**config.mk**
```make
export PLATFORM = sky130hd
export DESIGN_NAME = spi_clk_gate_div
export DESIGN_NICKNAME = d
export VERILOG_FILES = /design/src/rtl/spi_clk_gate_pkg.sv /design/src/rtl/spi_clk_gate_dp.sv /design/src/rtl/spi_clk_gate_ctrl.sv /design/src/rtl/spi_clk_gate_div.sv
export SDC_FILE = /design/constraint.sdc
export NUM_CORES = 1
export LEC_CHECK = 0
export ABC_AREA = 1
export CAP_MARGIN = 15
export CORE_MARGIN = 2
export CORE_UTILIZATION = 30
export DETAILED_ROUTE_END_ITERATION = 8
export HOLD_SLACK_MARGIN = 0.02
export PLACE_DENSITY_LB_ADDON = 0.05
export SLEW_MARGIN = 30
export SYNTH_ARGS = -nofsm -noshare
export SYNTH_HDL_FRONTEND = slang
export SYNTH_HIERARCHICAL = 1
export SYNTH_SLANG_ARGS = --single-unit
```
**constraint.sdc**
```tcl
create_clock -name clk -period 3.93 [get_ports clk]
set_clock_uncertainty 0.1 [all_clocks]
set_input_delay 0.393 -clock clk [delete_from_list [all_inputs] [get_ports clk]]
set_output_delay 0.393 -clock clk [all_outputs]
set_load 0.005 [all_outputs]
```
**src/rtl/spi_clk_gate_pkg.sv**
```systemverilog
package spi_clk_gate_pkg;
  localparam int DIV_CODE_W = 2;
  localparam int CNT_W      = (1 << DIV_CODE_W) - 1;

  typedef struct packed {
    logic                  run;
    logic                  holdLow;
    logic                  phase;
    logic [DIV_CODE_W-1:0] div;
  } ctrlStrobe_t;
endpackage

```
**src/rtl/spi_clk_gate_dp.sv**
```systemverilog
module spi_clk_gate_dp
  import spi_clk_gate_pkg::*;
(
  input  logic        clk,
  input  logic        rstN,
  input  ctrlStrobe_t strb,
  output logic        sclk,
  output logic        shiftEn,
  output logic        sampleEn
);
  logic [CNT_W-1:0] cnt;
  logic [CNT_W-1:0] lim;
  logic             edgeDue;
  logic             blockRise;

  always_comb begin
    lim       = CNT_W'((1 << strb.div) - 1);
    edgeDue   = (cnt == lim);
    blockRise = !sclk && strb.holdLow;
  end

  always_ff @(posedge clk or negedge rstN) begin
    if (!rstN) begin
      cnt      <= '0;
      sclk     <= 1'b0;
      shiftEn  <= 1'b0;
      sampleEn <= 1'b0;
    end else if (!strb.run) begin
      cnt      <= '0;
      sclk     <= 1'b0;
      shiftEn  <= 1'b0;
      sampleEn <= 1'b0;
    end else if (edgeDue && !blockRise) begin
      cnt      <= '0;
      sclk     <= ~sclk;
      shiftEn  <= sclk ^ strb.phase;
      sampleEn <= ~(sclk ^ strb.phase);
    end else begin
      cnt      <= edgeDue ? '0 : cnt + CNT_W'(1);
      shiftEn  <= 1'b0;
      sampleEn <= 1'b0;
    end
  end

  assert_pulse_on_edge_R7: assert property (@(posedge clk) disable iff (!rstN)
    (shiftEn || sampleEn) |-> (sclk != $past(sclk)));
  assert_no_dual_pulse_R7: assert property (@(posedge clk) disable iff (!rstN)
    !(shiftEn && sampleEn));
endmodule

```
**src/rtl/spi_clk_gate_ctrl.sv**
```systemverilog
module spi_clk_gate_ctrl
  import spi_clk_gate_pkg::*;
(
  input  logic                  clk,
  input  logic                  rstN,
  input  logic                  runEn,
  input  logic                  bootEn,
  input  logic                  phaseSel,
  input  logic [DIV_CODE_W-1:0] divCode,
  input  logic                  seqBusy,
  input  logic                  sclk,
  output ctrlStrobe_t           strb,
  output logic                  stoppedQ,
  output logic                  idleQ,
  output logic [DIV_CODE_W-1:0] divQ
);
  logic gateReq;
  logic runQ;
  logic phaseQ;

  assign gateReq = runEn | bootEn;

  always_ff @(posedge clk or negedge rstN) begin
    if (!rstN) begin
      runQ     <= 1'b0;
      stoppedQ <= 1'b1;
      divQ     <= '0;
      phaseQ   <= 1'b0;
      idleQ    <= 1'b1;
    end else begin
      if (!runQ && gateReq)
        runQ <= 1'b1;
      else if (runQ && !gateReq && !sclk)
        runQ <= 1'b0;
      stoppedQ <= !runQ;
      if (stoppedQ && !runQ) begin
        divQ   <= divCode;
        phaseQ <= phaseSel;
      end
      idleQ <= !seqBusy;
    end
  end

  always_comb begin
    strb.run     = runQ;
    strb.holdLow = !gateReq;
    strb.phase   = phaseQ;
    strb.div     = divQ;
  end

  assert_rest_low_R3: assert property (@(posedge clk) disable iff (!rstN)
    (!runQ && $past(!runQ)) |-> !sclk);
  assert_stop_after_low_R4: assert property (@(posedge clk) disable iff (!rstN)
    $rose(stoppedQ) |-> (!sclk && $past(!sclk)));
  assert_div_frozen_R6: assert property (@(posedge clk) disable iff (!rstN)
    runQ |=> $stable(divQ));
endmodule

```
**src/rtl/spi_clk_gate_div.sv**
```systemverilog
module spi_clk_gate_div
  import spi_clk_gate_pkg::*;
(
  input  logic                  clk,
  input  logic                  rstN,
  input  logic                  runEn,
  input  logic                  bootEn,
  input  logic                  phaseSel,
  input  logic [DIV_CODE_W-1:0] divCode,
  input  logic                  seqBusy,
  input  logic                  busRd,
  input  logic                  busWr,
  output logic                  sclk,
  output logic                  shiftEn,
  output logic                  sampleEn,
  output logic                  clkStopped,
  output logic                  engineIdle,
  output logic                  cfgSafe,
  output logic [DIV_CODE_W-1:0] activeDiv
);
  ctrlStrobe_t strb;

  spi_clk_gate_ctrl ctrl_i (
    .clk      (clk),
    .rstN     (rstN),
    .runEn    (runEn),
    .bootEn   (bootEn),
    .phaseSel (phaseSel),
    .divCode  (divCode),
    .seqBusy  (seqBusy),
    .sclk     (sclk),
    .strb     (strb),
    .stoppedQ (clkStopped),
    .idleQ    (engineIdle),
    .divQ     (activeDiv)
  );

  spi_clk_gate_dp dp_i (
    .clk      (clk),
    .rstN     (rstN),
    .strb     (strb),
    .sclk     (sclk),
    .shiftEn  (shiftEn),
    .sampleEn (sampleEn)
  );

  assign cfgSafe = clkStopped & engineIdle & ~busRd & ~busWr;

  assert_safe_clock_low_R8: assert property (@(posedge clk) disable iff (!rstN)
    cfgSafe |-> !sclk);
endmodule

```
# Word-level counts from Yosys, hierarchy flattened
# Cells that the tools add are included.
dict set report op_classes {
  reduce_logical 12
  muxes 11
  eq_ne 2
  add_sub_neg 2
  shift 1
  n_bitwise 9
}
# operator count
set ops {}
lappend ops {{3-bit two-way mux} 3}
lappend ops {{1-bit two-way mux} 8}
lappend ops {{1-bit logical AND} 6}
lappend ops {{1-bit zero test} 5}
lappend ops {{1-bit NOT} 4}
lappend ops {{3-bit by 1-bit adder with 3-bit output, second input constant} 1}
lappend ops {{1-bit AND} 3}
lappend ops {{3-bit == test} 1}
lappend ops {{1-bit by 2-bit << shifter with 3-bit output, first input constant} 1}
lappend ops {{3-bit by 2-bit subtractor with 3-bit output, second input constant} 1}
lappend ops {{2-bit by 1-bit inequality test with 1-bit output, second input constant} 1}
lappend ops {{2-bit nonzero test} 1}
lappend ops {{1-bit bitwise OR} 1}
lappend ops {{1-bit bitwise XOR} 1}
dict set report totals {
  input_bits 10
  reg_bits 12
  output_inout_bits 8
  elab_cells 46
}

# Logic depth before layout (Yosys ltp)
# Gate-level depths: netlist of run 1.
dict set report logic_depth {
  ltp_word 7
  mapped_depth 8
  ltp_nobuf 7
}

# By module
# The synthesis of run 1 kept the hierarchy.
# mod area_per_inst_um2 cells_each instances
set by_module_without_submodules {}
lappend by_module_without_submodules {spi_clk_gate_dp 334.1 47 1}
lappend by_module_without_submodules {spi_clk_gate_ctrl 245.2 25 1}
lappend by_module_without_submodules {spi_clk_gate_div 21.3 5 1}

# Worst setup path before layout of run 1
# OpenSTA, ideal clock, no wires.
dict set report synth_timing {
  kind {register -> register}
  startpoint {register ctrl_i.divQ[1]}
  endpoint {register dp_i.cnt[0]}
  path_buffers 1
  period_less_slack_ns 1.298
  setup_time_ns 0.129
  arrival_time_ns 1.069
  path_slack_ns 2.632
  path_stages_with_launch 8
  cell_sequence {dfrtp_1 > buf_4 > inv_1 > nand2_1 > nor2_1 > nor2_1 > o21ai_0 > nor2_1}
}
dict set report synth_via {
  elab_chain_cells 6
}
# element line_no
set synth_rtl {}
lappend synth_rtl {{start: declaration} spi_clk_gate_ctrl.sv:15} ;# output logic [DIV_CODE_W-1:0] divQ
lappend synth_rtl {{start signal: assignment} spi_clk_gate_ctrl.sv:37} ;# divQ <= divCode;
lappend synth_rtl {{1-bit by 2-bit << shifter with 3-bit output (*)} spi_clk_gate_dp.sv:17} ;# lim = CNT_W'((1 << strb.div) - 1);
lappend synth_rtl {{3-bit by 2-bit subtractor with 3-bit output (*)} spi_clk_gate_dp.sv:17}
lappend synth_rtl {{3-bit == test (*)} spi_clk_gate_dp.sv:18} ;# edgeDue = (cnt == lim);
lappend synth_rtl {{3-bit two-way mux or 1-bit logical AND (tied branches)} {spi_clk_gate_dp.sv:39, spi_clk_gate_dp.sv:33}}
lappend synth_rtl {{3-bit two-way mux (*)} spi_clk_gate_dp.sv:33} ;# end else if (edgeDue && !blockRise) begin
lappend synth_rtl {{3-bit two-way mux (*)} spi_clk_gate_dp.sv:28} ;# end else if (!strb.run) begin
lappend synth_rtl {{end signal: assignment} spi_clk_gate_dp.sv:39} ;# cnt <= edgeDue ? '0 : cnt + CNT_W'(1);
lappend synth_rtl {{end: declaration} spi_clk_gate_dp.sv:11} ;# logic [CNT_W-1:0] cnt;
# Every way passes the cells marked *; elsewhere a longest branch is shown, timed or not.
# A chain may end at the register's enable or synchronous reset.

# Worst setup path in the final report of run 1
dict set report layout_timing {
  startpoint {register ctrl_i.stoppedQ}
  endpoint {output cfgSafe}
}
dict set report layout_via {
  elab_chain_cells 3
}
# element line_no
set layout_rtl {}
lappend layout_rtl {{start: declaration} spi_clk_gate_ctrl.sv:13} ;# output logic stoppedQ,
lappend layout_rtl {{start signal: assignment} spi_clk_gate_ctrl.sv:35} ;# stoppedQ <= !runQ;
lappend layout_rtl {{1-bit AND (3 in series)} spi_clk_gate_div.sv:47} ;# assign cfgSafe = clkStopped & engineIdle & ~busRd & ~busWr;
lappend layout_rtl {{end: declaration} spi_clk_gate_div.sv:18} ;# output logic cfgSafe,
# Every way passes these cells.

==> results of run 1 <==
==> worst paths after layout <==
kind                                              to                       start  slack, ns  cells after the start
setup / recovery                             cfgSafe   ctrl_i/stoppedQ$_DFF_PN1_       1.92                      3
hold / removal                 dp_i/cnt[0]$_DFF_PN0_                        rstN       0.39                      1
setup reg to reg               dp_i/cnt[2]$_DFF_PN0_  ctrl_i/divQ[1]$_DFFE_PN0P_       2.54                      6
hold reg to reg            ctrl_i/phaseQ$_DFFE_PN0P_   ctrl_i/phaseQ$_DFFE_PN0P_       0.40                      2
max in group asynchronous  ctrl_i/stoppedQ$_DFF_PN1_                        rstN       2.97                      1
min in group clk           ctrl_i/phaseQ$_DFFE_PN0P_   ctrl_i/phaseQ$_DFFE_PN0P_       0.40                      2
==> cell usage in the layout, fill, tap and decap left out <==
master / n
nand2_1: 22
nor2_1: 11
nand4_1: 2
nand3_1: 7
inv_1: 12
dfrtp_1: 10
clkdlybuf4s50_1: 17
inv_2: 1
ha_1: 1
xnor2_1: 2
dfstp_2: 2
clkbuf_4: 3
nand2_2: 1
o21ai_0: 1
nor2_2: 1
==> through the flow <==
| step | hold slack (ns) | util |
|---|---|---|
| floorplan | -0.00259 | - |
| global placement | 0.385 | 0.403 |
| detailed placement | 0.386 | 0.403 |
| CTS | 0.406 | 0.415 |
| global route | 0.428 | 0.415 |
| finish | 0.389 | 0.415 |
==> cell families (layout without fill, tap and decap cells) <==
kind of cell,after synthesis,count (layout),share of synthesized area
XOR/XNOR,2,2,0.0292
flip-flops,12,12,0.504
AND/OR/NAND/NOR,44,44,0.306
AO/OA/AOI/OAI,1,1,0.00833
adder cells (fa/ha/maj),1,1,0.0208
buffers and inverters,17,33,0.131
==> flip-flops by register name, summed over array words and instances, names as in the netlist <==
signal	flops
ctrl_i/divQ	2
ctrl_i/idleQ	1
ctrl_i/phaseQ	1
ctrl_i/runQ	1
ctrl_i/stoppedQ	1
dp_i/cnt	3
dp_i/sampleEn	1
dp_i/sclk	1
dp_i/shiftEn	1
==> per-layer routing <==
| layer | track usage | up-vias | part of all wire |
|---|---|---|---|
| li1 | - | 260 | - |
| met1 | 0.138 | 211 | 0.48 |
| met2 | 0.160 | 9 | 0.47 |
| met3 | 0.0309 | 2 | 0.035 |
| met4 | 0.0714 | 0 | 0.014 |
| met5 | 0 | - | 0 |
==> report_power, final <==
group	internal [W]	leakage [nW]	switching (W)
Clock	0.0000353	0.0138	0.0000372
Combinational	0.0000971	0.233	0.0000943
Sequential	0.000163	0.146	0.0000427
==> critical path: cells and delay by family, from the launching register on <==
| kind | cells | cell delay [ns] |
|---|---|---|
| DFF | 1 | 0.58 |
| buffers and inverters | 1 | 0.49 |
| and+or+nand+nor | 2 | 0.18 |
==> layout make-up <==
cell class,count,area share
Inverter,13,0.0612
Tap cell,27,0.0424
Multi-Input combinational cell,48,0.275
Sequential cell,12,0.380
Clock buffer,3,0.0283
Timing Repair Buffer,17,0.214
==> qor.csv, run 1 <==
stage;metric;value;unit
pwr;peakVddDrop;0.243;mV
layout;drive_gt1_frac;0.0860;
synth;synth_edf_count;0;
layout;fin_area;797;um2
clock_tree;clk_pin_slew;0.07;ns
floorplan;die_area;2380;um2
synth;synth_area_leaders;dfrtp_1, nand2_1, dfstp_2, inv_1, nor2_1;
sta;rsz0062_at_grt;no;
synth;postSynthAreaPerCell;7.80;um2
synth;synth-main-ff-cell;dfrtp_1;
worst_setup_path;critPathMaxStageDelay;0.58;ns
global_route;grt_pass1_wl;1930;um
drt;ant_nets;0;
worst_setup_path;crit_fanout;6;
clock_tree;clock-sinks;12;
global_route;grt.total_usage;0.108;
clock_tree;postCtsSetupBuffers;0;
global_route;antenna_found_initial;0;
worst_setup_path;critPathKind;flip-flop to primary output;
placed_design;place_hpwl;858;um
drt;viasPerCell;4.02;
clock_tree;hold_buffers;0;
sta;setup_viol;0;
worst_setup_path;worstSetupEndpointType;primary output;
drt;drt_iter0_markers;1;
pwr;total_power;0.000470;W
global_route;grt_max_degree;13;
clock_tree;htreeDepth;1;
sta;fmax;498;MHz
floorplan;initial_core_util;0.313;
drt;drc;0;
clock_tree;cts_tree;built;
min_path;hold_path_class;input pin to async pin;
pwr;p_leak;0.393;nW
synth;synth_cell_type_count;14;
worst_setup_path;required;3.44;ns
worst_setup_path;slowest_stage;dfstp_2;
sta;worst_pin_slew;0.559;ns
worst_setup_path;path_cells;nand2_1, nor2_2, clkdlybuf4s50_1;
placed_design;place_inst;117;
clock_tree;clock-root-buffer;clkbuf_4;
synth;synth-seq-cells;12;
layout;multi_input_area;219;um2
layout;fin_cells;120;
sta;fin_crit_sh;0.511;
layout;regArea;303;um2
worst_setup_path;startpoint_type;flip-flop;
layout;fill_cells;222;
synth;synth_top_area_frac;0.417;
synth;synth.most_common_cell;nand2_1;
sta;hold_viol_final;0;
layout;antenna_cells;0;
layout;area_growth;32.7;%
drt;firstDrtPassIters;2;
outcome;status;completed;
layout;fin_nets;106;
flow_run;drv_cap;0;
clock_tree;ctsResizeCount;0;
synth;synthCells;77;
synth;synth_area;601;um2
sta;tns;0;ns
placed_design;placed_area;774;um2
sta;fin_ws;1.92;ns
clock_tree;cts_buffers;3;
clock_tree;clock_path_buffers;2;
pwr;p_per_area;590;nW/um2
floorplan;ioPinCount;18;
clock_tree;clk_latency;0.26;ns
drt;drt_wl_total;1090;um
synth;syn_nets;88;
synth;async_flop_share;1.00;
global_route;grt_pass1_vias;464;
floorplan;coreArea;1920;um2
synth;yosys.area.top_type;dfrtp_1;
placed_design;gp_congestion;0.793;
sta;relSlewSlack;0.626;
synth;yosysWarnings;6;
floorplan;fp-row-count;16;
drt;vias;482;
placed_design;place_ws;1.98;ns
sta;period_needed;2.01;ns
placed_design;port_buffers;17;
synth;seq_area_frac_synth;0.504;
drt;wl_per_cell;9.04;um
floorplan;fp.dieW;48.7;um
sta;finalMaxSlewViolations;0;
worst_setup_path;worst_ep_arrival_time;1.52;ns
floorplan;die-height;48.7;um
global_route;grt_overflow;0;
synth;synthTopCellsByCount;nand2_1, inv_1, nor2_1;
No activity file was read; power rests on OpenSTA's default activity.
==> run 2, diff against run 1 <==
Clock period 3.93 ns to 1.9 ns, I/O delays scaled along.
==> run 2 against run 1 <==
Effect of this change: clock-buffer cell count stayed put; largest power group unchanged; combinational power increased by 110%; wire length is 1.8% higher; critical endpoint unchanged; sequential share of layout area did not move; first-iteration DRC count rose to 3.0 times the previous value; cell count is the same; sequential cell count unchanged; highest routed layer unchanged; die area is the same; sequential power grew 110%; global-route usage up 0.066 points; clock power grew 100%.
==> qor.csv, run 2 (synthesis gave the netlist of run 1 again) <==
stage;metric;value;unit;change
outcome;status;completed;;unchanged
worst_setup_path;r2r-end;dp_i/cnt[1]$_DFF_PN0_;;was dp_i/cnt[2]$_DFF_PN0_
clock_tree;htreeDepth;1;;unchanged
layout;mostFrequentLayoutCells;nand2_1, clkdlybuf4s50_1, inv_1;;unchanged
layout;largest_register_ffs;3;;unchanged
layout;antenna_cells;0;;unchanged
drt;drt_iter0_markers;3;;was 1
clock_tree;hold_buffers;0;;unchanged
drt;wl_per_cell;9.21;um;was 9.04 um
layout;fill_cells;215;;was 222
worst_setup_path;worst_ep_arrival_time;1.52;ns;about the same
layout;utilization;0.415;;unchanged
placed_design;place_hpwl;855;um;was 858 um
floorplan;coreArea;1920;um2;unchanged
pwr;p_leak;0.393;nW;unchanged
pwr;peakVddDrop;0.536;mV;was 0.243 mV
clock_tree;ctsResizeCount;0;;unchanged
layout;reg.largest.list;dp_i/cnt: 3 flops, ctrl_i/divQ: 2 flops;;unchanged
placed_design;placed_area;774;um2;unchanged
drt;drt_wl_total;1110;um;was 1090 um
clock_tree;clk_latency;0.26;ns;about the same
sta;fmax;553;MHz;
worst_setup_path;crit_start;ctrl_i/stoppedQ$_DFF_PN1_;;unchanged
clock_tree;clock-sinks;12;;unchanged
worst_setup_path;critPathCapture;cfgSafe;;unchanged
flow_run;drv_cap;0;;unchanged
pwr;p_per_area;1220;nW/um2;was 590 nW/um2
floorplan;die-height;48.7;um;unchanged
worst_setup_path;critPathKind;flip-flop to primary output;;unchanged
worst_setup_path;startpoint_type;flip-flop;;unchanged
worst_setup_path;crit_fanout;6;;unchanged
global_route;grt_pass1_vias;469;;was 464
floorplan;fp-row-count;16;;unchanged
global_route;grt_max_degree;13;;unchanged
floorplan;fp.dieW;48.7;um;unchanged
global_route;antenna_found_initial;0;;unchanged
floorplan;die_area;2380;um2;unchanged
floorplan;initial_core_util;0.313;;unchanged
sta;fin_crit_sh;0.952;;
layout;area_growth;32.7;%;unchanged
drt;viasPerCell;4.03;;was 4.02
clock_tree;postCtsSetupBuffers;0;;unchanged
floorplan;ioPinCount;18;;unchanged
clock_tree;clock_path_buffers;2;;unchanged
worst_setup_path;worstSetupEndpointType;primary output;;unchanged
sta;whs;0.195;ns;was 0.389 ns
global_route;grt_overflow;0;;unchanged
drt;ant_nets;0;;unchanged
sta;relSlewSlack;0.615;;was 0.626
clock_tree;clock-root-buffer;clkbuf_4;;unchanged
placed_design;place_ws;0.354;ns;was 1.98 ns
sta;period_needed;1.81;ns;
layout;regMostFlops;dp_i/cnt;;unchanged
sta;fin_ws;0.0911;ns;was 1.92 ns
drt;vias;484;;was 482
clock_tree;cts_buffers;3;;unchanged
min_path;hold_path_class;input pin to async pin;;unchanged
layout;multi_input_area;219;um2;unchanged
sta;finalMaxSlewViolations;0;;unchanged
placed_design;gp_congestion;0.795;;was 0.793
drt;firstDrtPassIters;2;;unchanged
clock_tree;clk_pin_slew;0.07;ns;about the same
global_route;grt_pass1_wl;1990;um;was 1930 um
worst_setup_path;worstReg2RegStart;ctrl_i/divQ[1]$_DFFE_PN0P_;;unchanged
layout;drive_gt1_frac;0.0860;;unchanged
layout;regArea;303;um2;unchanged
layout;mostFrequentLayoutCell;nand2_1;;unchanged
clock_tree;cts_tree;built;;unchanged
global_route;grt.total_usage;0.109;;was 0.108
worst_setup_path;rrSetupSlack;0.52;ns;was 2.54 ns
worst_setup_path;required;1.61;ns;was 3.44 ns
sta;hold_viol_final;0;;unchanged
layout;fin_area;797;um2;unchanged
placed_design;port_buffers;17;;unchanged
drt;drc;0;;unchanged
sta;tns;0;ns;unchanged
layout;fin_nets;106;;unchanged
sta;worst_pin_slew;0.576;ns;was 0.559 ns
worst_setup_path;rr_worst_depth;6;;unchanged
sta;rsz0062_at_grt;no;;unchanged
sta;setup_viol;0;;unchanged
## run 2: power by group
group	switching [W]	internal (W)	leakage, nW
clock	0.0000753	0.0000730	0.0138
sequential	0.0000895	0.000338	0.146
combinational	0.000195	0.000201	0.233
## run 2: per-stage QoR
| stage | cells | total power, W |
|---|---|---|
| after floorplan | 77 | 0.000715 |
| after global placement | 117 | 0.000830 |
| after detailed placement | 117 | 0.000835 |
| after CTS | 120 | 0.000990 |
| after global routing | 120 | 0.00108 |
| final | 120 | 0.000972 |
## run 2: critical path: stages (launching register included)
cell and delay (ns):
dfstp_2 0.59, nand2_1 0.08, nor2_2 0.10, clkdlybuf4s50_1 0.49
## run 2: per-layer routing
layer	track usage	up-vias	wire (um)
li1	-	261	-
met1	0.160	212	555
met2	0.144	9	490
met3	0.0216	2	44
met4	0.0714	0	14
met5	0	-	0
## run 2: area by class of cell
type | count | area share
multi-input cells | 48 | 0.275
flip-flops and latches | 12 | 0.380
inverters | 13 | 0.0612
well taps | 27 | 0.0424
repair buffers | 17 | 0.214
clock buffers | 3 | 0.0283
## run 2: how the worst min path moves through the flow
stage / start / end / slack [ns] / cells past startpoint
final: rstN / ctrl_i/runQ$_DFFE_PN0P_ / 0.19 / 1
after floorplan: rstN / ctrl_i/divQ[0]$_DFFE_PN0P_ / -0.21 / 0
after CTS: rstN / ctrl_i/runQ$_DFFE_PN0P_ / 0.20 / 1
after global routing: rstN / ctrl_i/runQ$_DFFE_PN0P_ / 0.22 / 1
after detailed placement: ctrl_i/phaseQ$_DFFE_PN0P_ / ctrl_i/phaseQ$_DFFE_PN0P_ / 0.39 / 2
after global placement: ctrl_i/phaseQ$_DFFE_PN0P_ / ctrl_i/phaseQ$_DFFE_PN0P_ / 0.39 / 2
==> run 3, diff against run 2 <==
Settings changed: SYNTH_HIERARCHICAL 1 to default.
==> run 3 against run 2 <==
Effect of this change: core utilization grew 3.3 points; hold slack lost 0.032 ns; sequential power grew 2%; via count shrank 11%; sequential cell count is the same; clock-buffer cell count grew 1; die area shrank 9.8%; critical path depth is the same; synthesized area shrank 11%; combinational power grew 3%; largest cell class unchanged.
==> qor.csv, run 3 <==
stage;metric;value;unit;change
synth;synth-seq-cells;12;;unchanged
floorplan;ioPinCount;18;;unchanged
synth;synth_area;537;um2;was 601 um2
global_route;grt_pass1_vias;408;;was 469
worst_setup_path;critPathKind;flip-flop to primary output;;unchanged
synth;seq_area_frac_synth;0.564;;was 0.504
layout;regMostFlops;dp_i.cnt;;was dp_i/cnt
clock_tree;htreeDepth;1;;unchanged
global_route;grt_pass1_wl;1790;um;was 1990 um
drt;vias;432;;was 484
drt;drt_wl_total;1010;um;was 1110 um
sta;worst_pin_slew;0.542;ns;was 0.576 ns
synth;yosys.area.top_type;dfrtp_1;;unchanged
global_route;antenna_found_initial;0;;unchanged
sta;setup_viol;0;;unchanged
clock_tree;cts_buffers;3;;unchanged
clock_tree;cts_tree;built;;unchanged
sta;tns;0;ns;unchanged
drt;drc;0;;unchanged
layout;antenna_cells;0;;unchanged
sta;hold_viol_final;0;;unchanged
layout;mostFrequentLayoutCells;clkdlybuf4s50_1, inv_1, dfrtp_1;;was nand2_1, clkdlybuf4s50_1, inv_1
sta;finalMaxSlewViolations;0;;unchanged
layout;largest_register_ffs;3;;unchanged
sta;fmax;558;MHz;was 553 MHz
layout;utilization;0.448;;was 0.415
layout;fin_area;764;um2;was 797 um2
floorplan;initial_core_util;0.314;;was 0.313
synth;synth_area_leaders;dfrtp_1, dfstp_2, inv_1, nand2_1, nor2_1;;was dfrtp_1, nand2_1, dfstp_2, inv_1, nor2_1
synth;synth_cell_type_count;16;;was 14
pwr;p_per_area;1320;nW/um2;was 1220 nW/um2
floorplan;coreArea;1710;um2;was 1920 um2
worst_setup_path;startpoint_type;flip-flop;;unchanged
global_route;grt_max_degree;13;;unchanged
synth;async_flop_share;1.00;;unchanged
sta;period_needed;1.79;ns;was 1.81 ns
synth;postSynthAreaPerCell;8.95;um2;was 7.80 um2
sta;fin_crit_sh;0.943;;was 0.952
clock_tree;clk_latency;0.27;ns;was 0.26 ns
drt;wl_per_cell;9.50;um;was 9.21 um
placed_design;place_hpwl;802;um;was 855 um
clock_tree;ctsResizeCount;0;;unchanged
synth;synth_edf_count;0;;unchanged
synth;synthCells;60;;was 77
layout;fin_nets;93;;was 106
worst_setup_path;crit_fanout;3;;was 6
floorplan;fp.dieW;46.3;um;was 48.7 um
drt;firstDrtPassIters;3;;was 2
global_route;grt.total_usage;0.126;;was 0.109
drt;drt_iter0_markers;2;;was 3
layout;mostFrequentLayoutCell;clkdlybuf4s50_1;;was nand2_1
clock_tree;postCtsSetupBuffers;0;;unchanged
outcome;status;completed;;unchanged
flow_run;drv_cap;0;;unchanged
synth;synth_top_area_frac;0.466;;was 0.417
sta;relSlewSlack;0.638;;was 0.615
drt;ant_nets;0;;unchanged
floorplan;die-height;46.3;um;was 48.7 um
worst_setup_path;worstReg2RegStart;ctrl_i.divQ[1]$_DFFE_PN0P_;;was ctrl_i/divQ[1]$_DFFE_PN0P_
synth;syn_nets;71;;was 88
floorplan;die_area;2140;um2;was 2380 um2
worst_setup_path;rrSetupSlack;0.62;ns;was 0.52 ns
synth;yosysWarnings;0;;was 6
synth;synth-main-ff-cell;dfrtp_1;;unchanged
min_path;hold_path_class;input pin to async pin;;unchanged
drt;viasPerCell;4.08;;was 4.03
worst_setup_path;r2r-end;dp_i.cnt[0]$_DFF_PN0_;;was dp_i/cnt[1]$_DFF_PN0_
placed_design;gp_congestion;0.715;;was 0.795
clock_tree;clock_path_buffers;2;;unchanged
floorplan;fp-row-count;15;;was 16
synth;synthTopCellsByCount;dfrtp_1, inv_1, nand2_1, nor2_1;;was nand2_1, inv_1, nor2_1
layout;drive_gt1_frac;0.160;;was 0.0860
worst_setup_path;worst_ep_arrival_time;1.50;ns;was 1.52 ns
clock_tree;hold_buffers;0;;unchanged
sta;rsz0062_at_grt;no;;unchanged
placed_design;placed_area;738;um2;was 774 um2
clock_tree;clock-sinks;12;;unchanged
worst_setup_path;rr_worst_depth;8;;was 6
pwr;peakVddDrop;0.589;mV;was 0.536 mV
worst_setup_path;worstSetupEndpointType;primary output;;unchanged
placed_design;port_buffers;17;;unchanged
worst_setup_path;required;1.61;ns;about the same
layout;reg.largest.list;dp_i.cnt: 3 flops, ctrl_i.divQ: 2 flops;;was dp_i/cnt: 3 flops, ctrl_i/divQ: 2 flops
pwr;p_leak;0.355;nW;was 0.393 nW
layout;area_growth;42.4;%;was 32.7%
clock_tree;clock-root-buffer;clkbuf_4;;unchanged
clock_tree;clk_pin_slew;0.08;ns;was 0.07 ns
global_route;grt_overflow;0;;unchanged
[run 3: cell count changes after synthesis, sizes merged]
cell	delta
nor2	+1
a21oi	+2
mux2	+1
nand3	-3
inv	-2
buf	-4
nand4	-1
nor3	+1
nand2	-12
[run 3: cells by family after synthesis]
| group | Yosys count | synth area share |
|---|---|---|
| simple gates | 30 | 0.254 |
| flops | 12 | 0.564 |
| buf+inv | 11 | 0.0769 |
| compound gates | 3 | 0.0280 |
| xor+xnor | 2 | 0.0326 |
| mux | 1 | 0.0210 |
| fa+ha+maj | 1 | 0.0233 |
[run 3: worst max-delay path by stage]
stage,start,cells after the start,end
floorplan,ctrl_i.divQ[1]$_DFFE_PN0P_,8,dp_i.sclk$_DFFE_PN0P_
global placement,busRd,3,cfgSafe
detailed placement,busRd,3,cfgSafe
CTS,ctrl_i.stoppedQ$_DFF_PN1_,3,cfgSafe
global route,ctrl_i.stoppedQ$_DFF_PN1_,3,cfgSafe
finish,ctrl_i.stoppedQ$_DFF_PN1_,3,cfgSafe
[run 3: per-stage QoR]
stage                     std cells  worst slack [ns]  hold slack, ns  power (W)
after global routing            106            0.0403           0.206    0.00111
after floorplan                  60             0.722          -0.206   0.000688
final                           106             0.107           0.162    0.00101
after detailed placement        102             0.313           0.405   0.000857
after global placement          102             0.328           0.401   0.000853
after CTS                       106            0.0823           0.179    0.00104
[run 3: area by class of cell]
class	count	area [um2]
Inverter	11	41.3
Tap cell	25	31.3
Sequential cell	12	303
Multi-Input combinational cell	37	193
Fill cell	183	943
Timing Repair Buffer	17	170
Clock buffer	4	26.3
[run 3: critical path, cell delays in order, from the launching register on]
cell             delay, ns
dfstp_2               0.54
nand2_1               0.05
nor3_1                0.12
clkdlybuf4s50_1       0.52
[run 3: per-layer routing]
layer  global-route usage  routed length [um]  vias to the layer above
met5                    0                   0                        -
met4               0.0514                  10                        0
met3               0.0745                  56                        2
met2                0.183                 476                       11
met1                0.150                 463                      195
li1                     -                   -                      224
[run 3: power breakdown]
| group | internal, W | switching, W |
|---|---|---|
| logic | 0.000219 | 0.000189 |
| registers | 0.000346 | 0.0000896 |
| clock network | 0.0000813 | 0.0000851 |
